[src/rtl/thermal_pkg.sv]
package thermal_pkg;
  localparam int DEB_W = 8;

  localparam logic [7:0] A_CTRL = 8'h00;
  localparam logic [7:0] A_IEN  = 8'h04;
  localparam logic [7:0] A_PEND = 8'h08;
  localparam logic [7:0] A_PER  = 8'h0C;
  localparam logic [7:0] A_PERH = 8'h10;
  localparam logic [7:0] A_DEBI = 8'h14;
  localparam logic [7:0] A_DEBS = 8'h18;
  localparam int         A_DATA = 'h20;
  localparam int         A_HI   = 'h40;
  localparam int         A_SH   = 'h50;
  localparam int         A_LO   = 'h60;

  localparam int B_HI  = 0;
  localparam int B_SHG = 4;
  localparam int B_SHR = 8;
  localparam int B_LO  = 12;
  localparam int B_EOC = 16;

  typedef enum logic {SEQ_IDLE, SEQ_BUSY} seq_state_t;

  function automatic logic [31:0] bits_at(input int base, input int n);
    logic [31:0] m;
    m = '0;
    for (int i = 0; i < n; i++) m[base + i] = 1'b1;
    return m;
  endfunction

  function automatic logic [DEB_W-1:0] deb_step(input logic [DEB_W-1:0] cnt,
                                                input logic cond);
    if (!cond) return '0;
    if (cnt == {DEB_W{1'b1}}) return cnt;
    return cnt + 1'b1;
  endfunction

  function automatic logic deb_reached(input logic [DEB_W-1:0] cnt,
                                       input logic [DEB_W-1:0] lim);
    if (lim == '0) return cnt != '0;
    return cnt >= lim;
  endfunction
endpackage

[src/rtl/thermal_src.sv]
module thermal_src
  import thermal_pkg::*;
#(
  parameter int CW = 12
) (
  input  logic             clk,
  input  logic             rst_n,
  input  logic             auto_en,
  input  logic             smp_hit,
  input  logic [CW-1:0]    smp_code,
  input  logic [CW-1:0]    thr_hi,
  input  logic [CW-1:0]    thr_sh,
  input  logic [CW-1:0]    thr_lo,
  input  logic [DEB_W-1:0] deb_int,
  input  logic [DEB_W-1:0] deb_sh,
  output logic [CW-1:0]    data_q,
  output logic             hot,
  output logic             hi_fire,
  output logic             lo_fire,
  output logic             sh_fire,
  output logic             shut_lat
);
  logic [DEB_W-1:0] hi_cnt, sh_cnt, hi_nx, sh_nx;
  logic             hi_cond, sh_cond;

  assign hi_cond = smp_code >= thr_hi;
  assign sh_cond = smp_code >= thr_sh;
  assign hi_nx   = deb_step(hi_cnt, hi_cond);
  assign sh_nx   = deb_step(sh_cnt, sh_cond);
  assign hi_fire = smp_hit && deb_reached(hi_nx, deb_int);
  assign sh_fire = smp_hit && deb_reached(sh_nx, deb_sh);
  assign lo_fire = smp_hit && (smp_code < thr_lo);

  always_ff @(posedge clk or negedge rst_n) begin
    if (!rst_n) begin
      data_q   <= '0;
      hi_cnt   <= '0;
      sh_cnt   <= '0;
      hot      <= 1'b0;
      shut_lat <= 1'b0;
    end else begin
      if (smp_hit) data_q <= smp_code;
      if (!auto_en) begin
        hi_cnt   <= '0;
        sh_cnt   <= '0;
        hot      <= 1'b0;
        shut_lat <= 1'b0;
      end else if (smp_hit) begin
        hi_cnt   <= hi_nx;
        sh_cnt   <= sh_nx;
        hot      <= hi_cond;
        shut_lat <= shut_lat | sh_fire;
      end
    end
  end
endmodule

[src/rtl/thermal_seq.sv]
module thermal_seq
  import thermal_pkg::*;
#(
  parameter int NSRC = 2,
  parameter int CW   = 12,
  parameter int PW   = 32,
  localparam int SW  = $clog2(NSRC)
) (
  input  logic          clk,
  input  logic          rst_n,
  input  logic          auto_en,
  input  logic          hot,
  input  logic [PW-1:0] per_norm,
  input  logic [PW-1:0] per_hot,
  output logic          adc_req,
  output logic [SW-1:0] adc_chan,
  input  logic          adc_ack,
  input  logic [CW-1:0] adc_code,
  output logic          smp_vld,
  output logic [SW-1:0] smp_ch,
  output logic [CW-1:0] smp_code,
  output logic          round_start
);
  seq_state_t    state;
  logic [PW-1:0] tmr, per_sel, per_lim;
  logic          due, wrap;

  assign per_sel     = hot ? per_hot : per_norm;
  assign per_lim     = (per_sel == '0) ? PW'(1) : per_sel;
  assign wrap        = tmr >= (per_lim - 1'b1);
  assign round_start = (state == SEQ_IDLE) && due;
  assign adc_req     = (state == SEQ_BUSY);
  assign smp_vld     = adc_req && adc_ack;
  assign smp_ch      = adc_chan;
  assign smp_code    = adc_code;

  always_ff @(posedge clk or negedge rst_n) begin
    if (!rst_n) begin
      state    <= SEQ_IDLE;
      tmr      <= '0;
      due      <= 1'b0;
      adc_chan <= '0;
    end else if (!auto_en) begin
      state    <= SEQ_IDLE;
      tmr      <= '0;
      due      <= 1'b0;
      adc_chan <= '0;
    end else begin
      tmr <= wrap ? '0 : tmr + 1'b1;
      due <= (due && !round_start) || wrap;
      case (state)
        SEQ_IDLE: if (due) begin
          state    <= SEQ_BUSY;
          adc_chan <= '0;
        end
        SEQ_BUSY: if (adc_ack) begin
          if (adc_chan == SW'(NSRC - 1)) state <= SEQ_IDLE;
          else adc_chan <= adc_chan + 1'b1;
        end
        default: state <= SEQ_IDLE;
      endcase
    end
  end
endmodule

[src/rtl/thermal_regs.sv]
module thermal_regs
  import thermal_pkg::*;
#(
  parameter int NSRC       = 2,
  parameter int CW         = 12,
  parameter int PW         = 32,
  parameter int DEF_PERIOD = 1875,
  parameter int DEF_DEB    = 4
) (
  input  logic                      clk,
  input  logic                      rst_n,
  input  logic                      reg_wr,
  input  logic [7:0]                reg_addr,
  input  logic [31:0]               reg_wdata,
  output logic [31:0]               reg_rdata,
  input  logic [NSRC-1:0][CW-1:0]   data_q,
  input  logic [NSRC-1:0]           shut_lat,
  input  logic [NSRC-1:0]           hi_set,
  input  logic [NSRC-1:0]           lo_set,
  input  logic                      eoc_set,
  output logic                      auto_en,
  output logic                      pol,
  output logic [31:0]               en_q,
  output logic [31:0]               pend_q,
  output logic [NSRC-1:0][CW-1:0]   thr_hi,
  output logic [NSRC-1:0][CW-1:0]   thr_sh,
  output logic [NSRC-1:0][CW-1:0]   thr_lo,
  output logic [PW-1:0]             per_norm,
  output logic [PW-1:0]             per_hot,
  output logic [DEB_W-1:0]          deb_int,
  output logic [DEB_W-1:0]          deb_sh,
  output logic                      irq
);
  localparam logic [31:0] IRQ_MASK = bits_at(B_HI, NSRC) | bits_at(B_LO, NSRC)
                                   | bits_at(B_EOC, 1);
  localparam logic [31:0] EN_MASK  = IRQ_MASK | bits_at(B_SHG, NSRC)
                                   | bits_at(B_SHR, NSRC);

  logic [31:0] set_v, clr_v, pend_nx, pend_view;

  always_comb begin
    set_v = '0;
    for (int s = 0; s < NSRC; s++) begin
      set_v[B_HI + s] = hi_set[s] && en_q[B_HI + s];
      set_v[B_LO + s] = lo_set[s] && en_q[B_LO + s];
    end
    set_v[B_EOC] = eoc_set && en_q[B_EOC];
    clr_v   = (reg_wr && reg_addr == A_PEND) ? (reg_wdata & IRQ_MASK) : '0;
    pend_nx = (pend_q & ~clr_v) | set_v;
  end

  always_comb begin
    pend_view = pend_q;
    for (int s = 0; s < NSRC; s++) pend_view[B_SHG + s] = shut_lat[s];
  end

  assign irq = |(pend_q & en_q & IRQ_MASK);

  always_ff @(posedge clk or negedge rst_n) begin
    if (!rst_n) begin
      auto_en  <= 1'b0;
      pol      <= 1'b0;
      en_q     <= '0;
      pend_q   <= '0;
      per_norm <= PW'(DEF_PERIOD);
      per_hot  <= PW'(DEF_PERIOD);
      deb_int  <= DEB_W'(DEF_DEB);
      deb_sh   <= DEB_W'(DEF_DEB);
      for (int s = 0; s < NSRC; s++) begin
        thr_hi[s] <= '1;
        thr_sh[s] <= '1;
        thr_lo[s] <= '0;
      end
    end else begin
      pend_q <= pend_nx;
      if (reg_wr) begin
        case (reg_addr)
          A_CTRL: begin
            auto_en <= reg_wdata[0];
            pol     <= reg_wdata[8];
          end
          A_IEN:  en_q     <= reg_wdata & EN_MASK;
          A_PER:  per_norm <= reg_wdata[PW-1:0];
          A_PERH: per_hot  <= reg_wdata[PW-1:0];
          A_DEBI: deb_int  <= reg_wdata[DEB_W-1:0];
          A_DEBS: deb_sh   <= reg_wdata[DEB_W-1:0];
          default: ;
        endcase
        for (int s = 0; s < NSRC; s++) begin
          if (reg_addr == 8'(A_HI + 4 * s)) thr_hi[s] <= reg_wdata[CW-1:0];
          if (reg_addr == 8'(A_SH + 4 * s)) thr_sh[s] <= reg_wdata[CW-1:0];
          if (reg_addr == 8'(A_LO + 4 * s)) thr_lo[s] <= reg_wdata[CW-1:0];
        end
      end
    end
  end

  always_comb begin
    reg_rdata = '0;
    case (reg_addr)
      A_CTRL: reg_rdata = {23'b0, pol, 7'b0, auto_en};
      A_IEN:  reg_rdata = en_q;
      A_PEND: reg_rdata = pend_view;
      A_PER:  reg_rdata = 32'(per_norm);
      A_PERH: reg_rdata = 32'(per_hot);
      A_DEBI: reg_rdata = 32'(deb_int);
      A_DEBS: reg_rdata = 32'(deb_sh);
      default: ;
    endcase
    for (int s = 0; s < NSRC; s++) begin
      if (reg_addr == 8'(A_DATA + 4 * s)) reg_rdata = 32'(data_q[s]);
      if (reg_addr == 8'(A_HI + 4 * s))   reg_rdata = 32'(thr_hi[s]);
      if (reg_addr == 8'(A_SH + 4 * s))   reg_rdata = 32'(thr_sh[s]);
      if (reg_addr == 8'(A_LO + 4 * s))   reg_rdata = 32'(thr_lo[s]);
    end
  end
endmodule

[src/rtl/thermal_mon.sv]
module thermal_mon
  import thermal_pkg::*;
#(
  parameter int NSRC       = 2,
  parameter int CW         = 12,
  parameter int PW         = 32,
  parameter int DEF_PERIOD = 1875,
  parameter int DEF_DEB    = 4
) (
  input  logic                    clk,
  input  logic                    rst_n,
  input  logic                    reg_wr,
  input  logic [7:0]              reg_addr,
  input  logic [31:0]             reg_wdata,
  output logic [31:0]             reg_rdata,
  output logic                    adc_req,
  output logic [$clog2(NSRC)-1:0] adc_chan,
  input  logic                    adc_ack,
  input  logic [CW-1:0]           adc_code,
  output logic                    irq,
  output logic                    shut_rst_o,
  output logic                    shut_gpio_o
);
  localparam int SW = $clog2(NSRC);

  logic                    auto_en, pol, hot, round_start;
  logic [31:0]             en_q, pend_q;
  logic [NSRC-1:0][CW-1:0] data_q, thr_hi, thr_sh, thr_lo;
  logic [PW-1:0]           per_norm, per_hot;
  logic [DEB_W-1:0]        deb_int, deb_sh;
  logic [NSRC-1:0]         hot_v, hi_fire, lo_fire, sh_fire, shut_lat;
  logic                    smp_vld;
  logic [SW-1:0]           smp_ch;
  logic [CW-1:0]           smp_code;
  logic                    act_gpio, act_rst;

  assign hot = |hot_v;

  thermal_seq #(.NSRC(NSRC), .CW(CW), .PW(PW)) u_seq (
    .clk(clk), .rst_n(rst_n), .auto_en(auto_en), .hot(hot),
    .per_norm(per_norm), .per_hot(per_hot),
    .adc_req(adc_req), .adc_chan(adc_chan), .adc_ack(adc_ack),
    .adc_code(adc_code), .smp_vld(smp_vld), .smp_ch(smp_ch),
    .smp_code(smp_code), .round_start(round_start)
  );

  for (genvar g = 0; g < NSRC; g++) begin : g_src
    thermal_src #(.CW(CW)) u_src (
      .clk(clk), .rst_n(rst_n), .auto_en(auto_en),
      .smp_hit(smp_vld && (smp_ch == SW'(g))), .smp_code(smp_code),
      .thr_hi(thr_hi[g]), .thr_sh(thr_sh[g]), .thr_lo(thr_lo[g]),
      .deb_int(deb_int), .deb_sh(deb_sh),
      .data_q(data_q[g]), .hot(hot_v[g]),
      .hi_fire(hi_fire[g]), .lo_fire(lo_fire[g]), .sh_fire(sh_fire[g]),
      .shut_lat(shut_lat[g])
    );
  end

  thermal_regs #(.NSRC(NSRC), .CW(CW), .PW(PW), .DEF_PERIOD(DEF_PERIOD),
                 .DEF_DEB(DEF_DEB)) u_regs (
    .clk(clk), .rst_n(rst_n), .reg_wr(reg_wr), .reg_addr(reg_addr),
    .reg_wdata(reg_wdata), .reg_rdata(reg_rdata),
    .data_q(data_q), .shut_lat(shut_lat), .hi_set(hi_fire),
    .lo_set(lo_fire), .eoc_set(smp_vld),
    .auto_en(auto_en), .pol(pol), .en_q(en_q), .pend_q(pend_q),
    .thr_hi(thr_hi), .thr_sh(thr_sh), .thr_lo(thr_lo),
    .per_norm(per_norm), .per_hot(per_hot),
    .deb_int(deb_int), .deb_sh(deb_sh), .irq(irq)
  );

  assign act_gpio    = |(shut_lat & en_q[B_SHG +: NSRC]);
  assign act_rst     = |(shut_lat & en_q[B_SHR +: NSRC]);
  assign shut_gpio_o = pol ? act_gpio : !act_gpio;
  assign shut_rst_o  = pol ? act_rst : !act_rst;
endmodule

[config.mk]
export PLATFORM = sky130hd
export DESIGN_NAME = thermal_mon
export DESIGN_NICKNAME = d
export VERILOG_FILES = /design/src/rtl/thermal_pkg.sv /design/src/rtl/thermal_src.sv /design/src/rtl/thermal_seq.sv /design/src/rtl/thermal_regs.sv /design/src/rtl/thermal_mon.sv
export SDC_FILE = /design/constraint.sdc
export NUM_CORES = 1
export LEC_CHECK = 0
export BUFFER_PORTS_ARGS = -buffer_cell sky130_fd_sc_hd__buf_4
export CAP_MARGIN = 0
export CORE_MARGIN = 4
export CORE_UTILIZATION = 27
export DETAILED_ROUTE_END_ITERATION = 16
export PLACE_DENSITY = 0.41
export SYNTH_ARGS = -nofsm -noshare
export SYNTH_HDL_FRONTEND = slang
export SYNTH_SLANG_ARGS = --single-unit
[constraint.sdc]
create_clock -name clk -period 5.1 [get_ports clk]
set_clock_uncertainty 0.05 [all_clocks]
set_input_delay 0.51 -clock clk [delete_from_list [all_inputs] [get_ports clk]]
set_output_delay 0.51 -clock clk [all_outputs]
set_load 0.02 [all_outputs]
[Yosys cells after proc, flatten, opt, wreduce, memory -nomap -nowiden]
Index checks and enable logic that the tools add are counted.
Word-level totals
  output and inout port bits: 37
  register bits: 290
Operators by class
  order comparisons: 11
  mux-type cells: 77
  equality and inequality tests: 22
  reduce and logical (&&, ||, !) cells: 46
  add/subtract/negate cells: 7
  bitwise operators: 10
Operators by type and width (count)
  32-bit 2-to-1 mux: 12
  32-bit one-hot mux with 7 select lines: 1
  8-bit 2-to-1 mux: 24
  8-bit by 7-bit equality test with 1-bit output (second input constant): 6
  12-bit greater-or-equal comparator: 4
  1-bit 2-to-1 mux: 37
  32-bit by 1-bit adder with 32-bit output (second input constant): 1
  8-bit by 1-bit adder with 8-bit output (second input constant): 4
  32-bit bitwise AND: 1
  8-bit equality test (second input constant): 4
  32-bit greater-or-equal comparator: 1
  8-bit greater-or-equal comparator: 4
  32-bit zero test: 1
  32-bit inverter: 1
  32-bit by 17-bit bitwise OR with 32-bit output: 1
  8-bit nonzero test: 4
  32-bit by 1-bit subtractor with 32-bit output (second input constant): 1
  2-bit AND reduction: 13
  8-bit by 5-bit equality test with 1-bit output (second input constant): 3
  8-bit zero test: 3
  12-bit < comparator: 2
  17-bit bitwise AND: 1
  1-bit logical AND: 17
  17-bit 2-to-1 mux: 1
  14 further kinds: 26

[Longest topological paths before layout]
  word-level depth: 12
  depth in mapped cells: 25

[Cells and area by module]
From an unflattened synthesis, not the netlist that was laid out.
Second synthesis, totals
  cell total of the unflattened synthesis: 1949
  area, all modules: 19005.7 um^2
Modules (own cells, without submodules)
  thermal_regs: cells each 731, seq. area each 4284.1 um^2, area an instance 8805.9 um^2, instances 1
  thermal_seq: cells each 457, seq. area each 875.8 um^2, area an instance 3806.2 um^2, instances 1
  thermal_src at g_src[0].u_src: cells each 371, seq. area each 750.7 um^2, area an instance 3210.6 um^2, instances 1
  thermal_src at g_src[1].u_src: cells each 383, seq. area each 750.7 um^2, area an instance 3131.8 um^2, instances 1
  thermal_mon: cells each 7, seq. area each 0.0 um^2, area an instance 51.3 um^2, instances 1

[Worst setup path after synthesis]
Ideal clock, no wire load.
  path kind: register to register
  from: register g_src[1].u_src.hot
  to: register u_seq.tmr[23]
  arrival: 4.869 ns
  setup time: 0.132 ns
  path slack: 0.049 ns
  buffers on the path: 3
  stages on the path, launching flop included: 24
  period minus slack after synthesis: 5.051 ns
  path through: dfrtp_1 -> or2_1 -> clkbuf_1 -> or4_4 -> a2111oi_4 -> nand4_2 -> or3_4 -> o21a_1 -> ha_1 -> o211a_1 -> nand4_1 -> or2_1 -> clkbuf_1 -> nor3_1 -> xor2_1 -> mux2i_1 -> ha_1 -> and4_1 -> a221oi_1 -> a211oi_1 -> inv_1 -> o21ai_1 -> clkbuf_1 -> nor2_1
On the way
  longest elaborated chain between the ends: 8
Ends and longest elaborated chain
  start, declared: line thermal_src.sv:17  | output logic hot,
  start signal, assigned: line thermal_src.sv:51  | hot <= hi_cond;
  2-bit OR reduction (*): line thermal_mon.sv:37  | assign hot = |hot_v;
  32-bit 2-to-1 mux (*): line thermal_seq.sv:28  | assign per_sel = hot ? per_hot : per_norm;
  32-bit zero test: line thermal_seq.sv:29  | assign per_lim = (per_sel == '0) ? PW'(1) : per_sel;
  32-bit 2-to-1 mux (*): line thermal_seq.sv:29
  32-bit by 1-bit subtractor with 32-bit output (*): line thermal_seq.sv:30  | assign wrap = tmr >= (per_lim - 1'b1);
  32-bit greater-or-equal comparator (*): line thermal_seq.sv:30
  32-bit 2-to-1 mux (*): line thermal_seq.sv:49  | tmr <= wrap ? '0 : tmr + 1'b1;
  32-bit 2-to-1 mux (*): line thermal_seq.sv:43  | end else if (!auto_en) begin
  end signal, assigned: line thermal_seq.sv:49
  end, declared: line thermal_seq.sv:25  | logic [PW-1:0] tmr, per_sel, per_lim;
Mark *: on every way between the ends. The rest lies on a longest branch, timed or not.
A chain may end at the register's enable or synchronous reset.

[Final worst setup path]
  from: register g_src[1].u_src.hot
  to: register u_seq.tmr[9]
The elaborated chain is that of the path after synthesis.

==> results.json <==
{
  "detail-route-antenna-nets": 0,
  "cts_tree": "yes",
  "finalCriticalPeriod_ps": 4820,
  "drc": 0,
  "port_buffers": 92,
  "clock_tree.root_cell": "sky130_fd_sc_hd__clkbuf_16",
  "ys_types": 71,
  "cts_inserted_buffers": 36,
  "fmax_mhz": 208,
  "floorplan.die.width_um": 262,
  "timing.max_cap.violations": 0,
  "synth-edff-count": 0,
  "worstHoldEndpoint": "u_regs.per_hot[17]",
  "postLayoutCellArea_um2": 20700,
  "track_usage": 0.174,
  "io-pin-count": 93,
  "drt-vias-per-instance": 5.11,
  "tns_ps": 0,
  "die_h_um": 262,
  "reg2reg_to": "u_seq.tmr[9]",
  "rsz0062_at_grt": "no",
  "finalCritPeriodShare": 0.945,
  "grt_overflow_total": 0,
  "start_kind": "flip-flop",
  "worstHoldStart": "reg_wdata[17]",
  "initial_antenna_violation_count": 1,
  "placeableCoreArea_um2": 64200,
  "yosys.cell_count.top_type": "sky130_fd_sc_hd__dfrtp_1",
  "hpwl_um": 44700,
  "area_growth_from_synthesis_to_layout_pct": 18.3,
  "final_net_count": 2144,
  "finalSetupViolations": 0,
  "grt_pass1_vias": 14900,
  "number_of_clock_sinks": 263,
  "number_of_h_tree_levels": 2,
  "placement_rows": 93,
  "floorplan.die_area_um2": 68900,
  "yosys.area.top_type": "sky130_fd_sc_hd__dfrtp_1",
  "ys.flop_type": "sky130_fd_sc_hd__dfrtp_1",
  "power_density_nw_per_um2": 291,
  "drt-total-wl_um": 61000,
  "finalPower_mw": 6.01,
  "syn_avg_cell_area_um2": 9.41,
  "worst-slew-pin-transition_ps": 1150,
  "synth.yosys.warnings": 0,
  "drive_above_1_share": 0.213,
  "crit_fanout": 32,
  "synth-async-reset-ratio": 1.00,
  "clk_latency_worst_skew_pair_ps": 560,
  "tightest_hold_check_type": "in -> reg",
  "post_place_cell_area_um2": 19300,
  "yosys.area.top_type_share": 0.285,
  "route.detailed.wl_per_inst_um": 21.6,
  "r2r_start": "g_src[1].u_src.hot",
  "synthesis.instances": 1857,
  "post_synth_main_area_contributors": "sky130_fd_sc_hd__dfrtp_1 28%, sky130_fd_sc_hd__ha_1 10%, sky130_fd_sc_hd__dfstp_2 9.6%",
  "cts-root-to-sink-buffers": 3,
  "vdd_ir_drop_max_mv": 0.198,
  "r2r_setup_slack_ps": 280,
  "p_leak_nw": 9.28,
  "drt-pass1-iter-count": 8,
  "worst-setup-path-type": "reg -> reg",
  "critical_path.endpoint_type": "flip-flop",
  "drt_iter0_drcs": 941,
  "slew_headroom": 0.234,
  "timing_max_transition_violations_final": 0,
  "start_util": 0.272,
  "synth_seq_area_share": 0.381,
  "syn_nets": 2053,
  "timing.reg2reg.worst_path_depth": 22,
  "nFillCells": 6728,
  "report.final.hold_viol_count": 0,
  "synth.top_cells.by_count": "199 x sky130_fd_sc_hd__dfrtp_1, 180 x sky130_fd_sc_hd__nand2_1, 152 x sky130_fd_sc_hd__nor2_1",
  "via_count": 14500,
  "outcome": "complete, no violations",
  "worst-endpoint-required_ps": 5530,
  "grt_max_degree": 109,
  "syn_std_cell_area_um2": 17500,
  "hold_path_depth": 2,
  "gp_congestion": 0.837,
  "grt_pass1_wl_um": 93800,
  "timing.critical_path.arrival_ps": 5250,
  "register_bit_count_reported_by_yosys": 263,
  "clkTransAtPathRegs_ps": 60
}
-- timing repair --
action                                  CTS  global route
hold buffers                              1             0
buffers inserted                          0             5
resized for setup                         1            11
pin swaps                                 0             6
endpoints found under the hold margin    70             0
endpoints found under the setup margin    2            32
-- routing by layer --
metal	part of all wire	wire length [um]	GRT usage	up-vias
li1	-	-	-	6922
met3	0.047	2840	0.0336	82
met1	0.46	28200	0.236	7112
met5	0	0	0	-
met2	0.47	28500	0.284	347
met4	0.024	1480	0.0443	0
-- report_power, final --
group,switching [mW],internal [mW],total [mW]
logic,0.581,0.406,0.988
clock network,1.02,1.77,2.78
registers,0.0713,2.18,2.25
-- stage by stage --
stage / worst slack, ps / hold WS, ps / cells / util
after floorplan: 48.7 / 164 / 1857 / -
after global placement: 117 / 408 / 2759 / 0.301
after detailed placement: 6.84 / 416 / 2759 / 0.301
after CTS: 135 / 104 / 2823 / 0.321
after global routing: 2.40 / 112 / 2829 / 0.322
final: 282 / 132 / 2830 / 0.322
-- cells in the final DEF (no fill, tap or decap), types with 23 or more instances in the layout --
cell,n
sky130_fd_sc_hd__mux2_2,125
sky130_fd_sc_hd__nand3_1,60
sky130_fd_sc_hd__a21oi_1,120
sky130_fd_sc_hd__nand2b_1,23
sky130_fd_sc_hd__xnor2_1,31
sky130_fd_sc_hd__mux2_1,46
sky130_fd_sc_hd__buf_4,141
sky130_fd_sc_hd__nor3_1,31
sky130_fd_sc_hd__dfrtp_1,199
sky130_fd_sc_hd__mux2i_1,42
sky130_fd_sc_hd__xor2_1,44
sky130_fd_sc_hd__dfstp_2,64
sky130_fd_sc_hd__clkbuf_16,37
sky130_fd_sc_hd__nand2_1,178
sky130_fd_sc_hd__nor2_1,149
sky130_fd_sc_hd__o22ai_1,33
sky130_fd_sc_hd__ha_1,140
sky130_fd_sc_hd__inv_1,98
sky130_fd_sc_hd__a22oi_1,23
sky130_fd_sc_hd__o21ai_0,59
-- critical path, cell delays in order, from the launching register on --
cell	delay (ps)
sky130_fd_sc_hd__dfrtp_1	370
sky130_fd_sc_hd__buf_8	170
sky130_fd_sc_hd__nor2_4	60
sky130_fd_sc_hd__or4_4	430
sky130_fd_sc_hd__a2111oi_4	420
sky130_fd_sc_hd__nand4_2	180
sky130_fd_sc_hd__or3_4	380
sky130_fd_sc_hd__o21a_1	200
sky130_fd_sc_hd__ha_1	210
sky130_fd_sc_hd__o211a_1	160
sky130_fd_sc_hd__nand4_1	140
sky130_fd_sc_hd__or2_4	190
sky130_fd_sc_hd__nor3_1	60
sky130_fd_sc_hd__xor2_1	150
sky130_fd_sc_hd__mux2i_1	150
sky130_fd_sc_hd__ha_1	240
sky130_fd_sc_hd__and4_1	200
sky130_fd_sc_hd__a221oi_2	330
sky130_fd_sc_hd__nand2_1	110
sky130_fd_sc_hd__a21oi_2	170
sky130_fd_sc_hd__o21ai_2	100
sky130_fd_sc_hd__buf_12	170
sky130_fd_sc_hd__nor2_1	110
-- worst max-delay path by stage --
| stage | start | to | cells after the start |
|---|---|---|---|
| 6_report | g_src[1].u_src.hot | u_seq.tmr[9] | 22 |
| 5_1_grt | g_src[1].u_src.hot | u_seq.tmr[18] | 22 |
| 3_5_place_dp | g_src[1].u_src.hot | u_seq.tmr[31] | 23 |
| 3_3_place_gp | g_src[1].u_src.hot | u_seq.tmr[2] | 21 |
| 2_1_floorplan | g_src[1].u_src.hot | u_seq.tmr[23] | 23 |
| 4_1_cts | g_src[0].u_src.hot | u_seq.tmr[9] | 22 |
-- kinds of logic (layout without fill, tap and decap cells) --
group           after synthesis  count (layout)  synth area share
simple gates                569             569             0.154
compound gates              403             403             0.151
flops                       263             263             0.381
mux                         213             213             0.134
buf+inv                     194             310            0.0420
fa+ha+maj                   140             140             0.100
xor+xnor                     75              75            0.0376
other cells                   0               2                 0
-- cell type report --
class	count	area, um2	area share
multi-input cells	1400	10100	0.490
clock inverters	14	250	0.0121
clock buffers	49	1030	0.0499
well taps	855	1070	0.0517
diodes	2	5.00	0.000242
repair buffers	147	1150	0.0558
inverters	100	375	0.0182
flip-flops and latches	263	6660	0.322
-- state kept, by name, indices dropped and copies added (netlist names), 9 cells and up --
name / flops
g_src.u_src.hi_cnt: 16
g_src.u_src.sh_cnt: 16
u_regs.thr_hi: 24
u_regs.thr_lo: 24
u_regs.per_norm: 32
u_seq.tmr: 32
u_regs.thr_sh: 24
u_regs.per_hot: 32
u_regs.en_q: 9
g_src.u_src.data_q: 24
Power figures use the tool's default switching activity.
